File: src/rtl/vpage_tlb_pkg.sv
package vpage_tlb_pkg;
  localparam int VALID_BIT = 6;
  localparam int CODE_LSB  = 7;
  localparam int CODE_W    = 3;
  localparam int PAGE_LSB  = 10;
  typedef logic [CODE_W-1:0] szc_t;
endpackage

File: src/rtl/vpage_tlb_store.sv
module vpage_tlb_store #(
  parameter int N    = 16,
  parameter int AW   = 32,
  parameter int TIDW = 8,
  parameter int IW   = (N > 1) ? $clog2(N) : 1
) (
  input  logic                     clk,
  input  logic                     rst_n,
  input  logic                     wr_en,
  input  logic [IW-1:0]            wr_idx,
  input  logic [AW-1:0]            wr_tag,
  input  logic [AW-1:0]            wr_data,
  input  logic [TIDW-1:0]          wr_tid,
  output logic [N-1:0][AW-1:0]     tag_q,
  output logic [N-1:0][AW-1:0]     data_q,
  output logic [N-1:0][TIDW-1:0]   tid_q
);

  for (genvar i = 0; i < N; i++) begin : g_ent
    logic            load;
    logic [AW-1:0]   tag_n;
    logic [AW-1:0]   data_n;
    logic [TIDW-1:0] tid_n;

    always_comb begin
      load   = wr_en && (wr_idx == IW'(i));
      tag_n  = load ? wr_tag  : tag_q[i];
      data_n = load ? wr_data : data_q[i];
      tid_n  = load ? wr_tid  : tid_q[i];
    end

    always_ff @(posedge clk or negedge rst_n) begin
      if (!rst_n) begin
        tag_q[i]  <= '0;
        data_q[i] <= '0;
        tid_q[i]  <= '0;
      end else if (load) begin
        tag_q[i]  <= tag_n;
        data_q[i] <= data_n;
        tid_q[i]  <= tid_n;
      end
    end
  end


  entry_load_chk: assert property (@(posedge clk) disable iff (!rst_n)
    (wr_en && (int'(wr_idx) < N)) |=>
      (tag_q[$past(wr_idx)] == $past(wr_tag)) &&
      (data_q[$past(wr_idx)] == $past(wr_data)) &&
      (tid_q[$past(wr_idx)] == $past(wr_tid)));

endmodule

File: src/rtl/vpage_tlb_match.sv
module vpage_tlb_match
  import vpage_tlb_pkg::*;
#(
  parameter int N    = 16,
  parameter int AW   = 32,
  parameter int TIDW = 8
) (
  input  logic [N-1:0][AW-1:0]   tag_q,
  input  logic [N-1:0][TIDW-1:0] tid_q,
  input  logic [AW-1:0]          vaddr,
  input  logic [TIDW-1:0]        pid,
  output logic [N-1:0]           match
);

  localparam logic [AW-1:0] ONE = {{(AW-1){1'b0}}, 1'b1};

  for (genvar i = 0; i < N; i++) begin : g_cmp
    szc_t          code;
    logic [AW-1:0] bytes;
    logic [AW-1:0] keep;
    logic          page_eq;
    logic          tid_ok;

    always_comb begin
      code    = tag_q[i][CODE_LSB +: CODE_W];
      bytes   = ONE << (PAGE_LSB + 2 * int'(code));
      keep    = ~(bytes - ONE);
      page_eq = ((vaddr ^ tag_q[i]) & keep) == '0;
      tid_ok  = (tid_q[i] == '0) || (tid_q[i] == pid);
      match[i] = tag_q[i][VALID_BIT] && page_eq && tid_ok;
    end
  end

endmodule

File: src/rtl/vpage_tlb_pick.sv
module vpage_tlb_pick #(
  parameter int N  = 16,
  parameter int IW = (N > 1) ? $clog2(N) : 1
) (
  input  logic          clk,
  input  logic          rst_n,
  input  logic [N-1:0]  match,
  output logic          found,
  output logic [IW-1:0] sel
);

  always_comb begin
    sel   = '0;
    found = |match;
    for (int i = N - 1; i >= 0; i--) begin
      if (match[i]) sel = IW'(i);
    end
  end


  pick_is_match_chk: assert property (@(posedge clk) disable iff (!rst_n)
    found |-> match[sel]);


  pick_lowest_chk: assert property (@(posedge clk) disable iff (!rst_n)
    match[0] |-> (sel == '0));

endmodule

File: src/rtl/vpage_tlb.sv
module vpage_tlb
  import vpage_tlb_pkg::*;
#(
  parameter int          N         = 16,
  parameter int          AW        = 32,
  parameter int          TIDW      = 8,
  parameter logic [31:0] ADDR_MASK = 32'hFFFF_FFFF,
  parameter int          IW        = (N > 1) ? $clog2(N) : 1
) (
  input  logic            clk,
  input  logic            rst_n,
  input  logic            wr_en,
  input  logic [IW-1:0]   wr_idx,
  input  logic [AW-1:0]   wr_tag,
  input  logic [AW-1:0]   wr_data,
  input  logic [TIDW-1:0] wr_tid,
  input  logic            req,
  input  logic [AW-1:0]   vaddr,
  input  logic [TIDW-1:0] pid,
  output logic            rsp_valid,
  output logic            hit,
  output logic [IW-1:0]   hit_idx,
  output logic [AW-1:0]   real_page,
  output logic [2:0]      size_code,
  output logic [AW-1:0]   size_bytes
);

  localparam logic [AW-1:0] ONE      = {{(AW-1){1'b0}}, 1'b1};
  localparam logic [AW-1:0] PG_FIELD = ~((ONE << PAGE_LSB) - ONE);
  localparam logic [AW-1:0] AMASK    = AW'(ADDR_MASK);

  logic [N-1:0][AW-1:0]   tag_q;
  logic [N-1:0][AW-1:0]   data_q;
  logic [N-1:0][TIDW-1:0] tid_q;
  logic [N-1:0]           match;
  logic                   found;
  logic [IW-1:0]          sel;

  vpage_tlb_store #(.N(N), .AW(AW), .TIDW(TIDW), .IW(IW)) u_store (
    .clk(clk), .rst_n(rst_n), .wr_en(wr_en), .wr_idx(wr_idx),
    .wr_tag(wr_tag), .wr_data(wr_data), .wr_tid(wr_tid),
    .tag_q(tag_q), .data_q(data_q), .tid_q(tid_q)
  );

  vpage_tlb_match #(.N(N), .AW(AW), .TIDW(TIDW)) u_match (
    .tag_q(tag_q), .tid_q(tid_q), .vaddr(vaddr), .pid(pid), .match(match)
  );

  vpage_tlb_pick #(.N(N), .IW(IW)) u_pick (
    .clk(clk), .rst_n(rst_n), .match(match), .found(found), .sel(sel)
  );

  szc_t          sel_code;
  logic [AW-1:0] sel_data;
  logic          rsp_n, hit_n;
  logic [IW-1:0] idx_n;
  logic [AW-1:0] page_n, bytes_n;
  szc_t          code_n;

  always_comb begin
    sel_code = tag_q[sel][CODE_LSB +: CODE_W];
    sel_data = data_q[sel];
    rsp_n    = req;
    hit_n    = hit;
    idx_n    = hit_idx;
    page_n   = real_page;
    code_n   = size_code;
    bytes_n  = size_bytes;
    if (req) begin
      hit_n   = found;
      idx_n   = found ? sel : '0;
      page_n  = found ? (sel_data & PG_FIELD & AMASK) : '0;
      code_n  = found ? sel_code : '0;
      bytes_n = found ? (ONE << (PAGE_LSB + 2 * int'(sel_code))) : '0;
    end
  end

  always_ff @(posedge clk or negedge rst_n) begin
    if (!rst_n) begin
      rsp_valid  <= 1'b0;
      hit        <= 1'b0;
      hit_idx    <= '0;
      real_page  <= '0;
      size_code  <= '0;
      size_bytes <= '0;
    end else begin
      rsp_valid <= rsp_n;
      if (req) begin
        hit        <= hit_n;
        hit_idx    <= idx_n;
        real_page  <= page_n;
        size_code  <= code_n;
        size_bytes <= bytes_n;
      end
    end
  end


  miss_clear_chk: assert property (@(posedge clk) disable iff (!rst_n)
    (rsp_valid && !hit) |->
      (hit_idx == '0 && real_page == '0 && size_code == '0 && size_bytes == '0));


  size_pair_chk: assert property (@(posedge clk) disable iff (!rst_n)
    (rsp_valid && hit) |->
      ($countones(size_bytes) == 1 && (size_bytes >> (PAGE_LSB + 2 * int'(size_code))) == ONE));


  idle_hold_chk: assert property (@(posedge clk) disable iff (!rst_n)
    !req |=> ($stable(hit) && $stable(hit_idx) && $stable(real_page) &&
              $stable(size_code) && $stable(size_bytes)));

endmodule

File: config.mk
export PLATFORM = sky130hd
export DESIGN_NAME = vpage_tlb
export DESIGN_NICKNAME = d
export VERILOG_FILES = /design/src/rtl/vpage_tlb_pkg.sv /design/src/rtl/vpage_tlb_store.sv /design/src/rtl/vpage_tlb_match.sv /design/src/rtl/vpage_tlb_pick.sv /design/src/rtl/vpage_tlb.sv
export SDC_FILE = /design/constraint.sdc
export NUM_CORES = 2
export LEC_CHECK = 0
export BUFFER_PORTS_ARGS = -buffer_cell sky130_fd_sc_hd__buf_2
export CAP_MARGIN = 15
export CORE_MARGIN = 4
export CORE_UTILIZATION = 50
export DETAILED_ROUTE_END_ITERATION = 7
export PLACE_DENSITY = 0.63
export SETUP_SLACK_MARGIN = 0.15
export SYNTH_ARGS = -nofsm -noshare
export SYNTH_HDL_FRONTEND = slang
export SYNTH_SLANG_ARGS = --single-unit
File: constraint.sdc
create_clock -name clk -period 11.56 [get_ports clk]
set_input_delay 3.468 -clock clk [delete_from_list [all_inputs] [get_ports clk]]
set_output_delay 3.468 -clock clk [all_outputs]
set_load 0.02 [all_outputs]
After elaboration in Yosys (flattened, before gate mapping)
Cells that the tools add are included.
{"block": "op_classes", "n_eq_ne": 31, "n_reduce_logical": 98, "shifts": 17, "bitwise": 48, "magnitude_cmp": 1, "add_sub_neg": 33, "mux": 24}
{"operator": "$and A32 B32 Y32", "n": 16}
{"operator": "$logic_not A32 Y1", "n": 16}
{"operator": "$not A32 Y32", "n": 16}
{"operator": "$shl A1 B32 Y32 const A", "n": 16}
{"operator": "$sub A32 B1 Y32 const B", "n": 16}
{"operator": "$xor A32 B32 Y32", "n": 16}
{"operator": "$bmux W32 S4", "n": 2}
{"operator": "$eq A8 B8 Y1", "n": 16}
{"operator": "$logic_not A8 Y1", "n": 16}
{"operator": "$mux W32", "n": 3}
{"operator": "$add A4 B4 Y5 const A", "n": 17}
{"operator": "$mux W4", "n": 17}
{"operator": "$logic_and A1 B1 Y1", "n": 48}
{"operator": "$eq A4 B4 Y1 const B", "n": 8}
{"operator": "$shl A1 B5 Y32 const A", "n": 1}
{"operator": "$eq A4 B3 Y1 const B", "n": 4}
{"operator": "$logic_or A1 B1 Y1", "n": 16}
{"operator": "$reduce_or A16 Y1", "n": 1}
{"operator": "$mux W10", "n": 1}
{"operator": "$eq A4 B2 Y1 const B", "n": 2}
{"operator": "$lt A4 B5 Y1 const B", "n": 1}
{"operator": "$eq A4 B1 Y1 const B", "n": 1}
{"operator": "$logic_not A4 Y1", "n": 1}
{"operator": "$mux W3", "n": 1}
{"block": "word_totals", "word_cells": 306, "regBits": 1225, "in_bits": 120}

Longest topological paths before layout
{"block": "logic_depth", "ltp_word": 29, "depth_mapped": 26}

Modules after synthesis
A second synthesis with hierarchy kept.
{"block": "unflattened", "hier_cells": 4255, "area_unflattened_um2": 57445.1}
{"module": "vpage_tlb_store", "area_per_inst_um2": 42787.3, "instances": 1, "cells_each": 2520}
{"module": "vpage_tlb_match", "area_per_inst_um2": 9435.3, "instances": 1, "cells_each": 1324}
{"module": "vpage_tlb", "area_per_inst_um2": 5046.1, "instances": 1, "cells_each": 377}
{"module": "vpage_tlb_pick", "area_per_inst_um2": 176.4, "instances": 1, "cells_each": 34}

Least setup slack after synthesis
OpenSTA, ideal clock, no wires.
{"block": "synth_timing", "path_kind": "input to register", "startpoint": "in vaddr[19]", "endpoint": "reg size_bytes[10]", "stages": 16, "arrival_ps": 7160, "n_path_buf": 3, "setup_slack_ps": 4299, "setup_ps": 101, "cell_sequence": "clkbuf_1 xnor2_1 a21oi_1 or3_1 or4_4 o32ai_1 nor3b_1 or4b_1 a21oi_2 buf_6 buf_6 mux2i_1 mux2i_1 a22o_1 or3_4 o32ai_1"}
{"block": "synth_between", "elab_chain_cells": 26, "elab_cells_between_ends": 102}
{"element": "start: declaration", "line_no": "vpage_tlb.sv:18", "text": "input logic [AW-1:0] vaddr,"}
{"element": "$xor A32 B32 Y32", "line_no": "vpage_tlb_match.sv:28", "text": "page_eq = ((vaddr ^ tag_q[i]) & keep) == '0;"}
{"element": "$and A32 B32 Y32", "line_no": "vpage_tlb_match.sv:28"}
{"element": "$logic_not A32 Y1", "line_no": "vpage_tlb_match.sv:28"}
{"element": "$logic_and A1 B1 Y1 (2 in series)", "line_no": "vpage_tlb_match.sv:30", "text": "match[i] = tag_q[i][VALID_BIT] && page_eq && tid_ok;"}
{"element": "$mux W4 (16 in series)", "line_no": "vpage_tlb_pick.sv:16", "text": "if (match[i]) sel = IW'(i);"}
{"element": "$bmux W32 S4", "line_no": "vpage_tlb.sv:61", "text": "sel_code = tag_q[sel][CODE_LSB +: CODE_W];"}
{"element": "$mux W10 (not written as such)", "line_no": "vpage_tlb.sv:61"}
{"element": "$add A4 B4 Y5", "line_no": "vpage_tlb.sv:74", "text": "bytes_n = found ? (ONE << (PAGE_LSB + 2 * int'(sel_code))) : '0;"}
{"element": "$shl A1 B5 Y32", "line_no": "vpage_tlb.sv:74"}
{"element": "$mux W32 (*)", "line_no": "vpage_tlb.sv:74"}
{"element": "end signal: assignment", "line_no": "vpage_tlb.sv:93", "text": "size_bytes <= bytes_n;"}
{"element": "end: declaration", "line_no": "vpage_tlb.sv:25", "text": "output logic [AW-1:0] size_bytes"}
Mark *: on every way between the ends. The rest lies on a longest branch, timed or not. The select of a mux whose other input is x is not followed.
A chain may end at the register's enable or synchronous reset.

Worst setup path in the final report
{"block": "layout_timing", "startpoint": "in pid[0]", "endpoint": "reg size_bytes[18]"}
{"block": "layout_between", "elab_chain_cells": 24, "elab_cells_between_ends": 70}
{"element": "start: declaration", "line_no": "vpage_tlb.sv:19", "text": "input logic [TIDW-1:0] pid,"}
{"element": "$eq A8 B8 Y1", "line_no": "vpage_tlb_match.sv:29", "text": "tid_ok = (tid_q[i] == '0) || (tid_q[i] == pid);"}
{"element": "$logic_or A1 B1 Y1", "line_no": "vpage_tlb_match.sv:29"}
{"element": "$logic_and A1 B1 Y1", "line_no": "vpage_tlb_match.sv:30"}
{"element": "$mux W4 (16 in series)", "line_no": "vpage_tlb_pick.sv:16"}
{"element": "$bmux W32 S4", "line_no": "vpage_tlb.sv:61"}
{"element": "$mux W10 (not written as such)", "line_no": "vpage_tlb.sv:61"}
{"element": "$add A4 B4 Y5", "line_no": "vpage_tlb.sv:74"}
{"element": "$shl A1 B5 Y32", "line_no": "vpage_tlb.sv:74"}
{"element": "$mux W32 (*)", "line_no": "vpage_tlb.sv:74"}
Marks and branches as above.

==> metrics <==
# IOs 193; Yosys reg bits a little over 1k; clock skew a little under 0.05 ns; # H-tree levels 3; Hold Crit Class reg -> reg; core area ~110,000 um2; cts repair resizes 0; Period Utilization, post-route 0.793; Setup CP Type in -> reg; Initial DRT Pass Iterations 5; CTS Root Cell clkbuf_16; die footprint roughly 120,000 um2; Routed WL between 150,000 and 200,000 um; cts hold-fix bufs 0; fin util 0.555; Final ANT Viol Nets 0; clk slew on worst S/H paths approximately 0.060 ns; vias in the first global route 40.0k; Startpoint Class input pin; Max Cap Viol 0; routed vias roughly 41k; Fin. Hold Viols 0; Reg2Reg Depth 18; top-area cell type share of the netlist area 0.448; synth warn 0; Post-CTS Setup Bufs 0; Worst Setup End Kind flip-flop; Slew headroom 0.0686; largest net degree at the start of global routing 182; cells after synthesis approximately 5.0k; routed wl met3 ~12,000 um; met1 wire length 79,200 um; post-synthesis cell type count between 90 and 100; register area share after synthesis 0.448; number of port buffers around 160; max-slew violation count 0; clock latency on the worst-skew pair 0.73 ns; fmax around 0.11 GHz; fin nets roughly 5k; initial antenna violation count 20; worst path required time about 12 ns; fillers about 10k; gr usage total 0.302; clk buf depth 3; CTS tree done; Comb pwr share 0.277; top sig layer met5; setup tns final 0 ns; first-pass GRT wire length about 270,000 um; DR WL met2 85,300 um; vias per cell between 6 and 7; DRC 0; # rows about 120; Main synth FF type dfrtp_1; final hold slack ~0.48 ns; share of cells above drive strength 1 0.291; Overflow after GRT 0; CTS Buf Count 110; switching pwr a little under 4 mW; Post-synth EDFFs 0; Synth Cell Area approximately 57,000 um2; shortest period the worst path allows 9.17 ns; RSZ-0062 raised after global routing no; first-iteration detailed-routing DRC count about 3.7k; largest area contributor in the netlist dfrtp_1; status complete, no violations; Worst-Margin Slew between 1 and 1.5 ns; die width about 350 um; Synth Area per Inst roughly 11 um2; die height about 350 um; WHS Path Cells 1; cell-internal power just over 8 mW; Area Overhead vs Synth 9.70%; TritonCTS Sinks between 1k and 1.5k; Synth area leaders dfrtp_1 (45%), mux2_2 (19%), xnor2_1 (5.4%), mux2i_1 (4.7%), xor2_1 (4.3%); clock network power share 0.308; ys async rst share 1.00; placed insts approximately 6.3k; Power per Cell Area around 190 nW/um2; WL per Instance around 28 um; Sw Ratio 0.324; worst vdd ir approximately 130 uV; Initial Util 0.506; critical path fanouts, max 26; Post-Layout Cell Count between 6k and 7k; final setup vio count 0; Routability Congestion approximately 0.94; Pleak around 28 nW; share of power burned in registers 0.415; Detailed Place HPWL approximately 110,000 um; Critical Path AT between 9 and 10 ns
[cells by family after synthesis]
kind of cell | Yosys count | share of synthesized area
xor gates and xnor gates | 635 | 0.0972
and+or+nand+nor | 704 | 0.0683
adders and majority gates | 42 | 0.00901
DFF | 1024 | 0.448
muxes | 1258 | 0.242
other | 2 | 0.000131
AOI/OAI and AO/OA | 811 | 0.0953
buffers and inverters | 542 | 0.0408
[path summary, 6_finish.rpt]
path                                                 from                             end  slack, ns
min in group asynchronous                           rst_n  u_store.tag_q[364]$_DFFE_PN0P_       2.83
hold / removal                     hit_idx[3]$_DFFE_PN0P_          hit_idx[3]$_DFFE_PN0P_       0.48
hold reg to reg                    hit_idx[3]$_DFFE_PN0P_          hit_idx[3]$_DFFE_PN0P_       0.48
max in group asynchronous                           rst_n   u_store.tid_q[80]$_DFFE_PN0P_       6.58
setup reg to reg           u_store.tag_q[137]$_DFFE_PN0P_      size_bytes[18]$_DFFE_PN0P_       3.21
setup / recovery                                   pid[0]      size_bytes[18]$_DFFE_PN0P_       2.39
[cells in the final DEF (no fill, tap or decap), types with 33 or more instances in the layout]
master / netlist / final
xor2_1: 284 / 284
nor2b_1: 38 / 37
buf_4: 37 / 85
clkbuf_16: 0 / 113
nand3_1: 33 / 33
nor2_1: 141 / 130
xnor2_1: 351 / 351
a21oi_1: 145 / 145
clkbuf_8: 0 / 36
nor4_1: 89 / 88
nor3_1: 39 / 39
buf_2: 104 / 155
conb_1: 2 / 36
nand4_1: 55 / 55
o21ai_0: 219 / 218
mux2i_1: 269 / 269
nand2_1: 127 / 126
inv_1: 80 / 80
dfrtp_1: 1024 / 1024
a22oi_1: 35 / 35
mux2_2: 989 / 989
ha_1: 38 / 38
[flip-flops by register name (all words and copies together) (netlist names)]
register        cells
hit                 1
hit_idx             4
real_page          22
rsp_valid           1
size_bytes         16
size_code           3
u_store.data_q    352
u_store.tag_q     497
u_store.tid_q     128
[synthesized netlist by cell type, types with 9 or more instances]
master	count
a221oi_1	31
a21oi_1	145
nor4_1	89
nor3b_1	18
nand2b_1	29
xor2_1	284
o21a_1	19
or3_1	20
buf_4	37
nand2_1	127
a21boi_0	27
o31ai_1	18
a32oi_1	9
nand3b_1	10
dfrtp_1	1024
o32ai_1	16
nand4_1	55
ha_1	38
o2111ai_1	11
nor3_1	39
a31oi_1	23
nand3_1	33
xnor2_1	351
o22ai_1	18
o21ai_0	219
a22oi_1	35
mux2_2	989
and2_1	16
mux2i_1	269
or4_1	16
o221ai_1	28
buf_1	27
a211oi_1	25
buf_2	104
a22o_1	11
clkbuf_1	285
nor2_1	141
a2111oi_0	9
nor2b_1	38
inv_1	80
o211ai_1	28
a21o_1	32
[cell type report]
class | count | area [um2] | share of cell area
Antenna cell | 7 | 17.5 | 0.000279
Clock buffer | 174 | 3420 | 0.0544
Clock inverter | 27 | 445 | 0.00709
Inverter | 85 | 319 | 0.00508
Multi-Input combinational cell | 3486 | 29500 | 0.470
Sequential cell | 1024 | 25600 | 0.408
Tap cell | 1500 | 1880 | 0.0299
Timing Repair Buffer | 247 | 1550 | 0.0247
[routing by layer]
metal  track usage  vias to the layer above
met5             0                        -
met4         0.127                        8
met3        0.0485                      412
met2         0.479                     1453
met1         0.415                    21069
li1              -                    17891
[metrics by stage]
| step | setup slack, ns | total power [mW] | cell area, um2 |
|---|---|---|---|
| finish | 2.39 | 12.1 | 62800 |
| global route | 2.22 | 12.7 | 62800 |
| CTS | 2.63 | 12.1 | 62700 |
| detailed placement | 1.84 | 8.39 | 58900 |
| global placement | 1.92 | 8.30 | 58900 |
| floorplan | 4.30 | 7.47 | 57400 |
[worst max-delay path, stage by stage]
cell,delay [ns]
buf_2,0.51
xnor2_1,0.19
nand4_1,0.10
o21ai_0,0.88
o2111ai_1,0.21
or4_1,0.47
nor3_1,0.83
nand4b_4,0.71
nand3b_1,0.85
mux2i_1,0.29
mux2i_1,0.25
mux2i_1,0.76
o32ai_1,0.18
[power groups by stage]
stage | logic [mW] | registers (mW) | clock network, mW
floorplan | 2.63 | 4.84 | 0
detailed placement | 3.31 | 5.08 | 0
global placement | 3.26 | 5.04 | 0
global route | 3.67 | 5.13 | 3.93
finish | 3.36 | 5.03 | 3.73
CTS | 3.32 | 5.01 | 3.79
Note: power is estimated with default switching activity, not from simulation.
